## src/rtl/rds_pkg.sv

```systemverilog
package rds_pkg;
  localparam int FRAME_W = 64;
  localparam int PAT_L   = 8;
  localparam int PAT_M   = 5;
  localparam int PRI_W   = 16;
  localparam logic [PRI_W-1:0] PRI_MASK = 16'h0039;
  localparam logic [PRI_W-1:0] PRI_SEED = 16'hFFFF;
  localparam int SEC_W   = 23;
  localparam logic [SEC_W-1:0] SEC_MASK = 23'h210125;
  localparam logic [SEC_W-1:0] SEC_SEED = 23'h7FFFFF;
endpackage

```

## src/rtl/rds_lfsr.sv

```systemverilog
module rds_lfsr #(
  parameter int SW = 16,
  parameter int FW = 64,
  parameter logic [SW-1:0] MASK = '1,
  parameter logic [SW-1:0] SEED = '1
) (
  input  logic          clk,
  input  logic          rst_n,
  input  logic          adv,
  output logic [FW-1:0] key,
  output logic [SW-1:0] state
);
  // Unrolls FW Galois steps: returns {key, next_state}
  function automatic logic [FW+SW-1:0] unroll(input logic [SW-1:0] s);
    logic [FW-1:0] k;
    logic          msb;
    k = '0;
    for (int n = 0; n < FW; n++) begin
      msb = s[SW-1];
      k[FW-1-n] = msb;
      s = {s[SW-2:0], 1'b0} ^ (msb ? MASK : '0);
    end
    return {k, s};
  endfunction

  logic [SW-1:0] nxt;
  assign {key, nxt} = unroll(state);

  always_ff @(posedge clk or negedge rst_n) begin
    if (!rst_n)   state <= SEED;
    else if (adv) state <= nxt;
  end
endmodule

```

## src/rtl/rds_repeat_det.sv

```systemverilog
module rds_repeat_det #(
  parameter int FW = 64,
  parameter int L  = 8,
  parameter int M  = 5
) (
  input  logic [FW-1:0] bits,
  output logic          hit
);
  localparam int SPAN = L * (M - 1);

  // Count consecutive positions whose bit matches the one L above
  function automatic logic scan(input logic [FW-1:0] b);
    int  run;
    logic found;
    run = 0;
    found = 1'b0;
    for (int i = 0; i < FW - L; i++) begin
      if (b[i] == b[i+L]) run = run + 1;
      else                run = 0;
      if (run >= SPAN) found = 1'b1;
    end
    return found;
  endfunction

  assign hit = scan(bits);
endmodule

```

## src/rtl/rds_tx.sv

```systemverilog
module rds_tx
  import rds_pkg::*;
#(
  parameter int FW = FRAME_W,
  parameter int L  = PAT_L,
  parameter int M  = PAT_M
) (
  input  logic          clk,
  input  logic          rst_n,
  input  logic          in_valid,
  output logic          in_ready,
  input  logic [FW-1:0] in_data,
  output logic          out_valid,
  output logic          out_flag,
  output logic [FW-1:0] out_data,
  output logic [FW-1:0] stage1,
  output logic          rep_hit,
  output logic          sec_adv,
  output logic [SEC_W-1:0] sec_state,
  output logic [PRI_W-1:0] pri_state
);
  logic          accept;
  logic [FW-1:0] key1, key2;

  assign accept  = in_valid & in_ready;
  assign sec_adv = accept & rep_hit;
  assign stage1  = in_data ^ key1;

  rds_lfsr #(.SW(PRI_W), .FW(FW), .MASK(PRI_MASK), .SEED(PRI_SEED)) u_pri (
    .clk(clk), .rst_n(rst_n), .adv(accept), .key(key1), .state(pri_state));

  rds_repeat_det #(.FW(FW), .L(L), .M(M)) u_det (.bits(stage1), .hit(rep_hit));

  rds_lfsr #(.SW(SEC_W), .FW(FW), .MASK(SEC_MASK), .SEED(SEC_SEED)) u_sec (
    .clk(clk), .rst_n(rst_n), .adv(sec_adv), .key(key2), .state(sec_state));

  always_ff @(posedge clk or negedge rst_n) begin
    if (!rst_n) begin
      in_ready  <= 1'b0;
      out_valid <= 1'b0;
      out_flag  <= 1'b0;
      out_data  <= '0;
    end else begin
      in_ready  <= 1'b1;
      out_valid <= accept;
      if (accept) begin
        out_flag <= rep_hit;
        out_data <= rep_hit ? (stage1 ^ key2) : stage1;
      end
    end
  end
endmodule

```

## src/rtl/rds_rx.sv

```systemverilog
module rds_rx
  import rds_pkg::*;
#(
  parameter int FW = FRAME_W
) (
  input  logic          clk,
  input  logic          rst_n,
  input  logic          rx_valid,
  input  logic          rx_flag,
  input  logic [FW-1:0] rx_data,
  output logic          dec_valid,
  output logic [FW-1:0] dec_data,
  output logic          sec_adv,
  output logic [SEC_W-1:0] sec_state,
  output logic [PRI_W-1:0] pri_state
);
  logic [FW-1:0] key1, key2, undo2, undo1;

  assign sec_adv = rx_valid & rx_flag;
  assign undo2   = rx_flag ? (rx_data ^ key2) : rx_data;
  assign undo1   = undo2 ^ key1;

  rds_lfsr #(.SW(SEC_W), .FW(FW), .MASK(SEC_MASK), .SEED(SEC_SEED)) u_sec (
    .clk(clk), .rst_n(rst_n), .adv(sec_adv), .key(key2), .state(sec_state));

  rds_lfsr #(.SW(PRI_W), .FW(FW), .MASK(PRI_MASK), .SEED(PRI_SEED)) u_pri (
    .clk(clk), .rst_n(rst_n), .adv(rx_valid), .key(key1), .state(pri_state));

  always_ff @(posedge clk or negedge rst_n) begin
    if (!rst_n) begin
      dec_valid <= 1'b0;
      dec_data  <= '0;
    end else begin
      dec_valid <= rx_valid;
      if (rx_valid) dec_data <= undo1;
    end
  end
endmodule

```

## src/rtl/rep_scrambler_link.sv

```systemverilog
module rep_scrambler_link
  import rds_pkg::*;
#(
  parameter int FW = FRAME_W,
  parameter int L  = PAT_L,
  parameter int M  = PAT_M
) (
  input  logic          clk,
  input  logic          rst_n,
  input  logic          in_valid,
  output logic          in_ready,
  input  logic [FW-1:0] in_data,
  output logic          out_valid,
  output logic          out_flag,
  output logic [FW-1:0] out_data,
  input  logic          rx_valid,
  input  logic          rx_flag,
  input  logic [FW-1:0] rx_data,
  output logic          dec_valid,
  output logic [FW-1:0] dec_data
);
  logic [FW-1:0]    tx_stage1;
  logic             tx_rep_hit;
  logic             tx_sec_adv;
  logic [SEC_W-1:0] tx_sec_state;
  logic [PRI_W-1:0] tx_pri_state;
  logic             rx_sec_adv;
  logic [SEC_W-1:0] rx_sec_state;
  logic [PRI_W-1:0] rx_pri_state;

  rds_tx #(.FW(FW), .L(L), .M(M)) u_tx (
    .clk(clk), .rst_n(rst_n), .in_valid(in_valid), .in_ready(in_ready),
    .in_data(in_data), .out_valid(out_valid), .out_flag(out_flag),
    .out_data(out_data), .stage1(tx_stage1), .rep_hit(tx_rep_hit),
    .sec_adv(tx_sec_adv), .sec_state(tx_sec_state), .pri_state(tx_pri_state));

  rds_rx #(.FW(FW)) u_rx (
    .clk(clk), .rst_n(rst_n), .rx_valid(rx_valid), .rx_flag(rx_flag),
    .rx_data(rx_data), .dec_valid(dec_valid), .dec_data(dec_data),
    .sec_adv(rx_sec_adv), .sec_state(rx_sec_state), .pri_state(rx_pri_state));
endmodule

```

## config.mk

```make
export PLATFORM = sky130hd
export DESIGN_NAME = rep_scrambler_link
export DESIGN_NICKNAME = d
export VERILOG_FILES = /design/src/rtl/rds_pkg.sv /design/src/rtl/rds_lfsr.sv /design/src/rtl/rds_repeat_det.sv /design/src/rtl/rds_tx.sv /design/src/rtl/rds_rx.sv /design/src/rtl/rep_scrambler_link.sv
export SDC_FILE = /design/constraint.sdc
export NUM_CORES = 1
export LEC_CHECK = 0
export BUFFER_PORTS_ARGS = -buffer_cell sky130_fd_sc_hd__clkbuf_2
export CAP_MARGIN = 20
export CORE_MARGIN = 1
export CORE_UTILIZATION = 35
export CTS_CLUSTER_SIZE = 25
export DETAILED_ROUTE_END_ITERATION = 6
export PLACE_DENSITY = 0.58
export SLEW_MARGIN = 20
export SYNTH_ARGS = -nofsm -noshare
export SYNTH_HDL_FRONTEND = slang
export SYNTH_SLANG_ARGS = --single-unit
```

## constraint.sdc

```tcl
create_clock -name clk -period 48.9 [get_ports clk]
set_input_delay 4.89 -clock clk [delete_from_list [all_inputs] [get_ports clk]]
set_output_delay 4.89 -clock clk [all_outputs]
set_load 0.005 [all_outputs]
```

# [After elaboration in Yosys (flattened, before gate mapping)]
# Cells that the tools add are included.
[op_classes] bitwise_logic=263 n_mux=370 n_lt_le_gt_ge=56 n_eq_ne=56 add_sub_neg=55
[op_table] op="23-bit by 22-bit XOR with 23-bit output" n=126
[op_table] op="22-bit 2-to-1 mux" n=128
[op_table] op="16-bit by 6-bit XOR with 16-bit output" n=126
[op_table] op="32-bit by 7-bit >= comparator with 1-bit output (second input constant)" n=56
[op_table] op="32-bit by 2-bit adder with 32-bit output (second input constant)" n=55
[op_table] op="32-bit 2-to-1 mux" n=55
[op_table] op="6-bit 2-to-1 mux" n=128
[op_table] op="64-bit XOR" n=4
[op_table] op="64-bit 2-to-1 mux" n=2
[op_table] op="1-bit 2-to-1 mux" n=57
[op_table] op="1-bit == test" n=56
[op_table] op="23-bit XOR" n=2
[op_table] op="16-bit XOR" n=2
[op_table] op="1-bit bitwise AND" n=3
[totals] input_bits=133 regBits=210

# [Depth between registers and ports, before layout]
[depth] ltp_word=242 ltp_mapped=170

# [By module]
# From an unflattened synthesis, not the netlist that was laid out.
[unflattened] hier_cells=3838 area_unflattened_um2=36204.7
[by_module_without_submodules] mod="rds_repeat_det" instances=1 cells_per_inst=1799 seq_area_each_um2=0.0 area_each_um2=11838.9
[by_module_without_submodules] mod="rds_lfsr (u_rx.u_sec ...)" instances=2 cells_per_inst=395 seq_area_each_um2=604.3 area_each_um2=5348.9
[by_module_without_submodules] mod="rds_lfsr (u_rx.u_pri ...)" instances=2 cells_per_inst=250 seq_area_each_um2=420.4 area_each_um2=3052.9
[by_module_without_submodules] mod="rds_rx" instances=1 cells_per_inst=336 seq_area_each_um2=1626.6 area_each_um2=3822.4
[by_module_without_submodules] mod="rds_tx" instances=1 cells_per_inst=413 seq_area_each_um2=1676.6 area_each_um2=3739.8

# [Worst setup path after synthesis]
# OpenSTA, ideal clock, no wires.
[synth_timing] path_kind="input port to flip-flop" start="input port in_data[8]" end="register u_tx.u_sec.state[15]" arrival_time_ps=31569 path_stages=162 path_slack_ps=17246 setup_ps=85 path_buffers=3 cell_sequence="xnor3_1 xnor3_2 xor2_1 or2_2 mux2i_1 ha_1 and2_2 ha_1 nand2_1 inv_1 ha_1 inv_1 nor2_1 ha_1 and2_1 inv_1 ha_1 and2_1 (+126 left out) and2_1 inv_1 ha_1 and2_1 inv_1 ha_1 and2_1 ha_1 nand2_1 a2111o_1 or4_1 o41ai_1 o32ai_1 o41ai_2 nor2_2 nor2_2 buf_4 mux2_1"
[synth_between] elab_chain_cells=116
[synth_rtl] item="start, declared" line_no="rep_scrambler_link.sv:12" rtl="input logic [FW-1:0] in_data,"
[synth_rtl] item="64-bit XOR (*)" line_no="rds_tx.sv:27" rtl="assign stage1 = in_data ^ key1;"
[synth_rtl] item="1-bit == test" line_no="rds_repeat_det.sv:18" rtl="if (b[i] == b[i+L]) run = run + 1;"
[synth_rtl] item="1-bit 2-to-1 mux" line_no="rds_repeat_det.sv:18"
[synth_rtl] item="32-bit by 2-bit adder with 32-bit output" line_no="rds_repeat_det.sv:18"
[synth_rtl] item="32-bit 2-to-1 mux" line_no="rds_repeat_det.sv:18"
[synth_rtl] item="32-bit by 2-bit adder with 32-bit output" line_no="rds_repeat_det.sv:18"
[synth_rtl] item="32-bit 2-to-1 mux" line_no="rds_repeat_det.sv:18"
[synth_rtl] item="32-bit by 2-bit adder with 32-bit output" line_no="rds_repeat_det.sv:18"
[synth_rtl] item="(+100 left out)"
[synth_rtl] item="32-bit 2-to-1 mux" line_no="rds_repeat_det.sv:18"
[synth_rtl] item="32-bit by 2-bit adder with 32-bit output" line_no="rds_repeat_det.sv:18"
[synth_rtl] item="32-bit 2-to-1 mux" line_no="rds_repeat_det.sv:18"
[synth_rtl] item="32-bit by 2-bit adder with 32-bit output" line_no="rds_repeat_det.sv:18"
[synth_rtl] item="32-bit 2-to-1 mux" line_no="rds_repeat_det.sv:18"
[synth_rtl] item="32-bit by 7-bit >= comparator with 1-bit output" line_no="rds_repeat_det.sv:20" rtl="if (run >= SPAN) found = 1'b1;"
[synth_rtl] item="1-bit 2-to-1 mux (*)" line_no="rds_repeat_det.sv:20"
[synth_rtl] item="1-bit bitwise AND (*)" line_no="rds_tx.sv:26" rtl="assign sec_adv = accept & rep_hit;"
[synth_rtl] item="end signal, assigned" line_no="rds_lfsr.sv:31" rtl="else if (adv) state <= nxt;"
[synth_rtl] item="end, declared" line_no="rds_lfsr.sv:11" rtl="output logic [SW-1:0] state"
# Mark *: on every way between the ends. The rest lies on a longest branch, timed or not.
# A chain may end at the register's enable or synchronous reset.

# [Final worst setup path]
[layout_timing] start="input port in_data[8]" end="register u_tx.out_data[37]"
[layout_between] elab_chain_cells=116
[layout_rtl] item="64-bit XOR (*)" line_no="rds_tx.sv:27"
[layout_rtl] item="1-bit == test" line_no="rds_repeat_det.sv:18"
[layout_rtl] item="1-bit 2-to-1 mux" line_no="rds_repeat_det.sv:18"
[layout_rtl] item="32-bit by 2-bit adder with 32-bit output" line_no="rds_repeat_det.sv:18"
[layout_rtl] item="32-bit 2-to-1 mux" line_no="rds_repeat_det.sv:18"
[layout_rtl] item="32-bit by 2-bit adder with 32-bit output" line_no="rds_repeat_det.sv:18"
[layout_rtl] item="32-bit 2-to-1 mux" line_no="rds_repeat_det.sv:18"
[layout_rtl] item="32-bit by 2-bit adder with 32-bit output" line_no="rds_repeat_det.sv:18"
[layout_rtl] item="(+100 left out)"
[layout_rtl] item="32-bit 2-to-1 mux" line_no="rds_repeat_det.sv:18"
[layout_rtl] item="32-bit by 2-bit adder with 32-bit output" line_no="rds_repeat_det.sv:18"
[layout_rtl] item="32-bit 2-to-1 mux" line_no="rds_repeat_det.sv:18"
[layout_rtl] item="32-bit by 2-bit adder with 32-bit output" line_no="rds_repeat_det.sv:18"
[layout_rtl] item="32-bit 2-to-1 mux" line_no="rds_repeat_det.sv:18"
[layout_rtl] item="32-bit by 7-bit >= comparator with 1-bit output" line_no="rds_repeat_det.sv:20"
[layout_rtl] item="1-bit 2-to-1 mux (*)" line_no="rds_repeat_det.sv:20"
[layout_rtl] item="64-bit 2-to-1 mux (*)" line_no="rds_tx.sv:48" rtl="out_data <= rep_hit ? (stage1 ^ key2) : stage1;"
[layout_rtl] item="end signal, assigned" line_no="rds_tx.sv:48"
[layout_rtl] item="end, declared" line_no="rds_tx.sv:15" rtl="output logic [FW-1:0] out_data,"
# Marks and branches as above.

==> impl.org <==
** GRT
- Entering global routing, the biggest net connects 102 pins.
- Number of antenna violations at the first check in global routing :: 8
- The first global-routing pass estimated 175,000 um of wire.
- The total overflow left after global routing is 0.
- Overall global routing resource usage :: 0.227
- The via count of the first global-routing pass is 28,937.

** Timing
- The final hold violation count came to 0.
- Final setup fails :: 0
- For the pin with the worst max-slew slack, the measured transition is 1.09 ns.
- Period minus WS final :: 34.59 ns
- Maximum frequency from static timing analysis :: 28.9 MHz
- Setup TNS :: 0 ns
- The max-slew violation count is 0.
- Hold_ws :: 0.489 ns
- Setup repair after global routing left no endpoint under its margin.
- Across the routed clock network, the largest skew measured is 0.0244 ns.
- Headroom to the max-slew limit came out at 0.270.
- Crit share post-route :: 0.707

** Worst setup path
- The most critical setup path has its startpoint at in_data[8].
- Critical register-to-register path startpoint :: u_tx.u_pri.state[15]$_DFFE_PN1P_
- Counting cells, the worst reg-to-reg path comes to 162.
- Data on the critical path is required at its endpoint by 49.38 ns.
- For flop-to-flop paths, the worst setup slack is 15.11 ns.
- Worst r2r dst :: u_tx.out_data[37]$_DFFE_PN0P_
- Arrival time of the worst setup path :: 35.07 ns
- Type of element launching the critical path :: primary input
- In this run the worst path has a maximum fanout of 45.
- The worst setup path is captured at a flip-flop.
- Slowest library cell on the worst path :: sky130_fd_sc_hd__nor3_4
- Kind of critical path :: primary input to flip-flop
- By instance count, the cell type seen most on the critical path is sky130_fd_sc_hd__ha_1.
- Slowest cell delay on critical path :: 0.94 ns

** Synth
- The synthesized design spends more area on one cell type than any other, namely sky130_fd_sc_hd__xnor2_1.
- The number of different library cells used by synthesis comes to 145.
- Number of synthesized flops with an enable pin :: 0
- After synthesis, the cell types taking the most area are sky130_fd_sc_hd__xnor2_1, sky130_fd_sc_hd__xor2_1, sky130_fd_sc_hd__dfrtp_1.
- The cell count after synthesis came out at 4,066.
- Dividing the synthesized area by the synthesized cell count gives 8.31 um2.
- Of the synthesized area, sequential elements account for 0.158.
- The synthesized netlist occupies a cell area of 0.0338 mm2.
- Commonest register cell after synthesis :: sky130_fd_sc_hd__dfrtp_1
- For this run, the number of Yosys warnings is 0.
- Number of nets in the synthesized netlist :: 4,300
- Share of async-settable or async-resettable flops after synthesis :: 1.00
- Total of flip-flops plus latches after synthesis :: 210
- Top-area cell type share of the netlist area :: 0.232

** Clocking
- Number of buffers created by CTS :: 26
- Clock-pin slew was measured on the worst setup and hold paths at 0.06 ns.
- The clock drives 210 sinks.
- Buffers added to address setup during post-CTS repair amount to 0.
- Clock latency on the worst-skew pair, taken at its later pin, is 0.57 ns.
- Bufs on Longest Clock Path :: 3
- After clock tree synthesis, the repair step resized 0 gates.
- CTS tree :: built
- H-Tree Level Count :: 1
- The tree is rooted in a sky130_fd_sc_hd__clkbuf_16.
- Hold bufs inserted after CTS :: 0

** Die
- The core region is 0.0953 mm2.
- Initial standard-cell utilization of the core :: 0.355
- The floorplan step defined a die boundary enclosing 0.0978 mm2.
- IO Count :: 265
- Overall die width :: 313 um
- Vertical extent of the die :: 313 um
- Row count :: 113

** Detailed routing
- In the final routed layout, each cell accounts on average for 20.5 um.
- In the routed design, unresolved DRC markers number 0.
- The highest layer touched by signal routing is met5.
- After detailed routing, the met2 layer carries 55,600 um of wire.
- After the first detailed-routing iteration, the DRC count stood at 2,140.
- The detailed router put a total of 49,800 um of wire on met1.
- Summing over every cut layer, the via total after detailed routing is 29,772.
- Summed over all nets, wire length on met3 after detailed routing comes to 5510 um.
- The first detailed-routing pass ran for 7 iterations.
- Wires add up to 114,000 um.
- Via density per instance :: 5.34
- Once detail routing completed, the nets flagged for antenna violations numbered 0.

** Min path
- Hold worst-path end :: u_rx.u_sec.state[13]$_DFFE_PN1P_
- Along the worst hold path, the cell count comes to 2.
- The worst hold path begins at u_rx.u_sec.state[13]$_DFFE_PN1P_.
- The tightest min-delay check is of the flip-flop to flip-flop type.

** Cells and area
- Counting the fill cells in the layout gives 9,899.
- Fraction of layout cells with a size suffix above 1 :: 0.158
- Relative to the synthesized area, the layout overhead comes to 10.5%.
- 0 antenna diodes ended up in the layout.
- Post-layout net count :: 4,522
- Across the whole layout, storage elements account for 0.00535 mm2.
- In the final layout, the multi-input gates occupy 0.0271 mm2.

** Placement
- In this run the tool buffered the top-level ports with 264 buffer cells.
- Hpwl dp :: 93,300 um
- Gp weighted congestion :: 0.943

** Job
- Number of violations of the max-capacitance limit :: 0

** Status
- The flow ran to the end, and the final reports show no timing, DRC or antenna violations.
==> metal layers <==
metal,global-route usage,vias to the layer above
met4,0.0599,14
met3,0.0281,159
li1,-,14600
met1,0.294,14204
met5,0,-
met2,0.396,795
==> registers in the layout (all words and copies together), names as in the netlist <==
signal / flops
u_tx.u_sec.state: 23
u_tx.u_pri.state: 16
u_tx.in_ready: 1
u_tx.out_valid: 1
u_rx.dec_valid: 1
u_tx.out_data: 64
u_rx.dec_data: 64
u_rx.u_pri.state: 16
u_tx.out_flag: 1
u_rx.u_sec.state: 23
==> critical path, delay by kind of cell <==
family                     cells  cell delay, ns
xor gates and xnor gates       4            1.45
AOI/OAI and AO/OA              5            1.37
buffers and inverters         41            2.67
muxes                          1            0.25
adders and majority gates     50           14.78
and+or+nand+nor               56            9.63
==> final cells by class <==
cell class                      count  share of cell area
Multi-Input combinational cell   3552               0.727
Tap cell                         1265              0.0424
Timing Repair Buffer              331              0.0492
Inverter                          167              0.0168
Clock inverter                     10             0.00238
Clock buffer                       38              0.0194
Sequential cell                   210               0.143
==> kinds of logic after synthesis <==
family	Yosys count	share of synthesized area
multiplexers	115	0.0376
XOR/XNOR	1359	0.383
AO/OA/AOI/OAI	839	0.174
adder cells (fa/ha/maj)	103	0.0380
other	1	0.000111
buffers and inverters	304	0.0389
AND/OR/NAND/NOR	1135	0.170
flip-flops	210	0.158
==> how the worst max path moves through the flow <==
stage | to | slack (ns)
2_1_floorplan | u_tx.u_sec.state[15]$_DFFE_PN1P_ | 17.25
3_3_place_gp | u_tx.out_data[37]$_DFFE_PN0P_ | 14.33
3_5_place_dp | u_tx.out_data[37]$_DFFE_PN0P_ | 13.91
4_1_cts | u_tx.out_data[37]$_DFFE_PN0P_ | 14.38
5_1_grt | u_tx.out_data[37]$_DFFE_PN0P_ | 11.73
6_report | u_tx.out_data[37]$_DFFE_PN0P_ | 14.31
==> cells in the final DEF, fill, tap and decap left out, drive strengths merged, types with 14 or more instances in the layout <==
cell and n:
o21a 18, a31oi 59, mux2 86, or2 24
xnor2 916, nor2b 16, nor3b 17, nand3 76
xor2 393, and4 15, a31o 15, ha 101
a221oi 42, a21oi 216, xnor3 38, o21ai 181
o2111ai 14, mux2i 29, or4 14, nand4 39
buf 69, and3 48, a211oi 36, and2 75
o31ai 30, a21o 18, nor4 30, dfrtp 132
clkbuf 300, nor3 79, nand2b 14, nor2 246
dfstp 78, nand2 346, o211ai 34, inv 166
or3 45
==> Yosys cell counts (all sizes together) (78+ instances only) <==
library cell  count
xnor2           916
nor2            246
dfrtp           132
nand2           346
inv             166
dfstp            78
clkbuf           85
a21oi           216
o21ai           181
ha              101
mux2             86
nor3             79
xor2            393
==> per-stage QoR <==
stage | util | cell area [um2] | setup WS [ns] | cells
2_1_floorplan | - | 33800 | 17.25 | 4066
3_3_place_gp | 0.384 | 36500 | 14.33 | 5525
3_5_place_dp | 0.384 | 36500 | 13.91 | 5525
4_1_cts | 0.392 | 37400 | 14.38 | 5573
5_1_grt | 0.392 | 37400 | 11.73 | 5573
6_report | 0.392 | 37400 | 14.31 | 5573
Power is left out: the tool's default activity adds up to more than one toggle a clock period on the data nets, which glitch-free logic cannot reach.
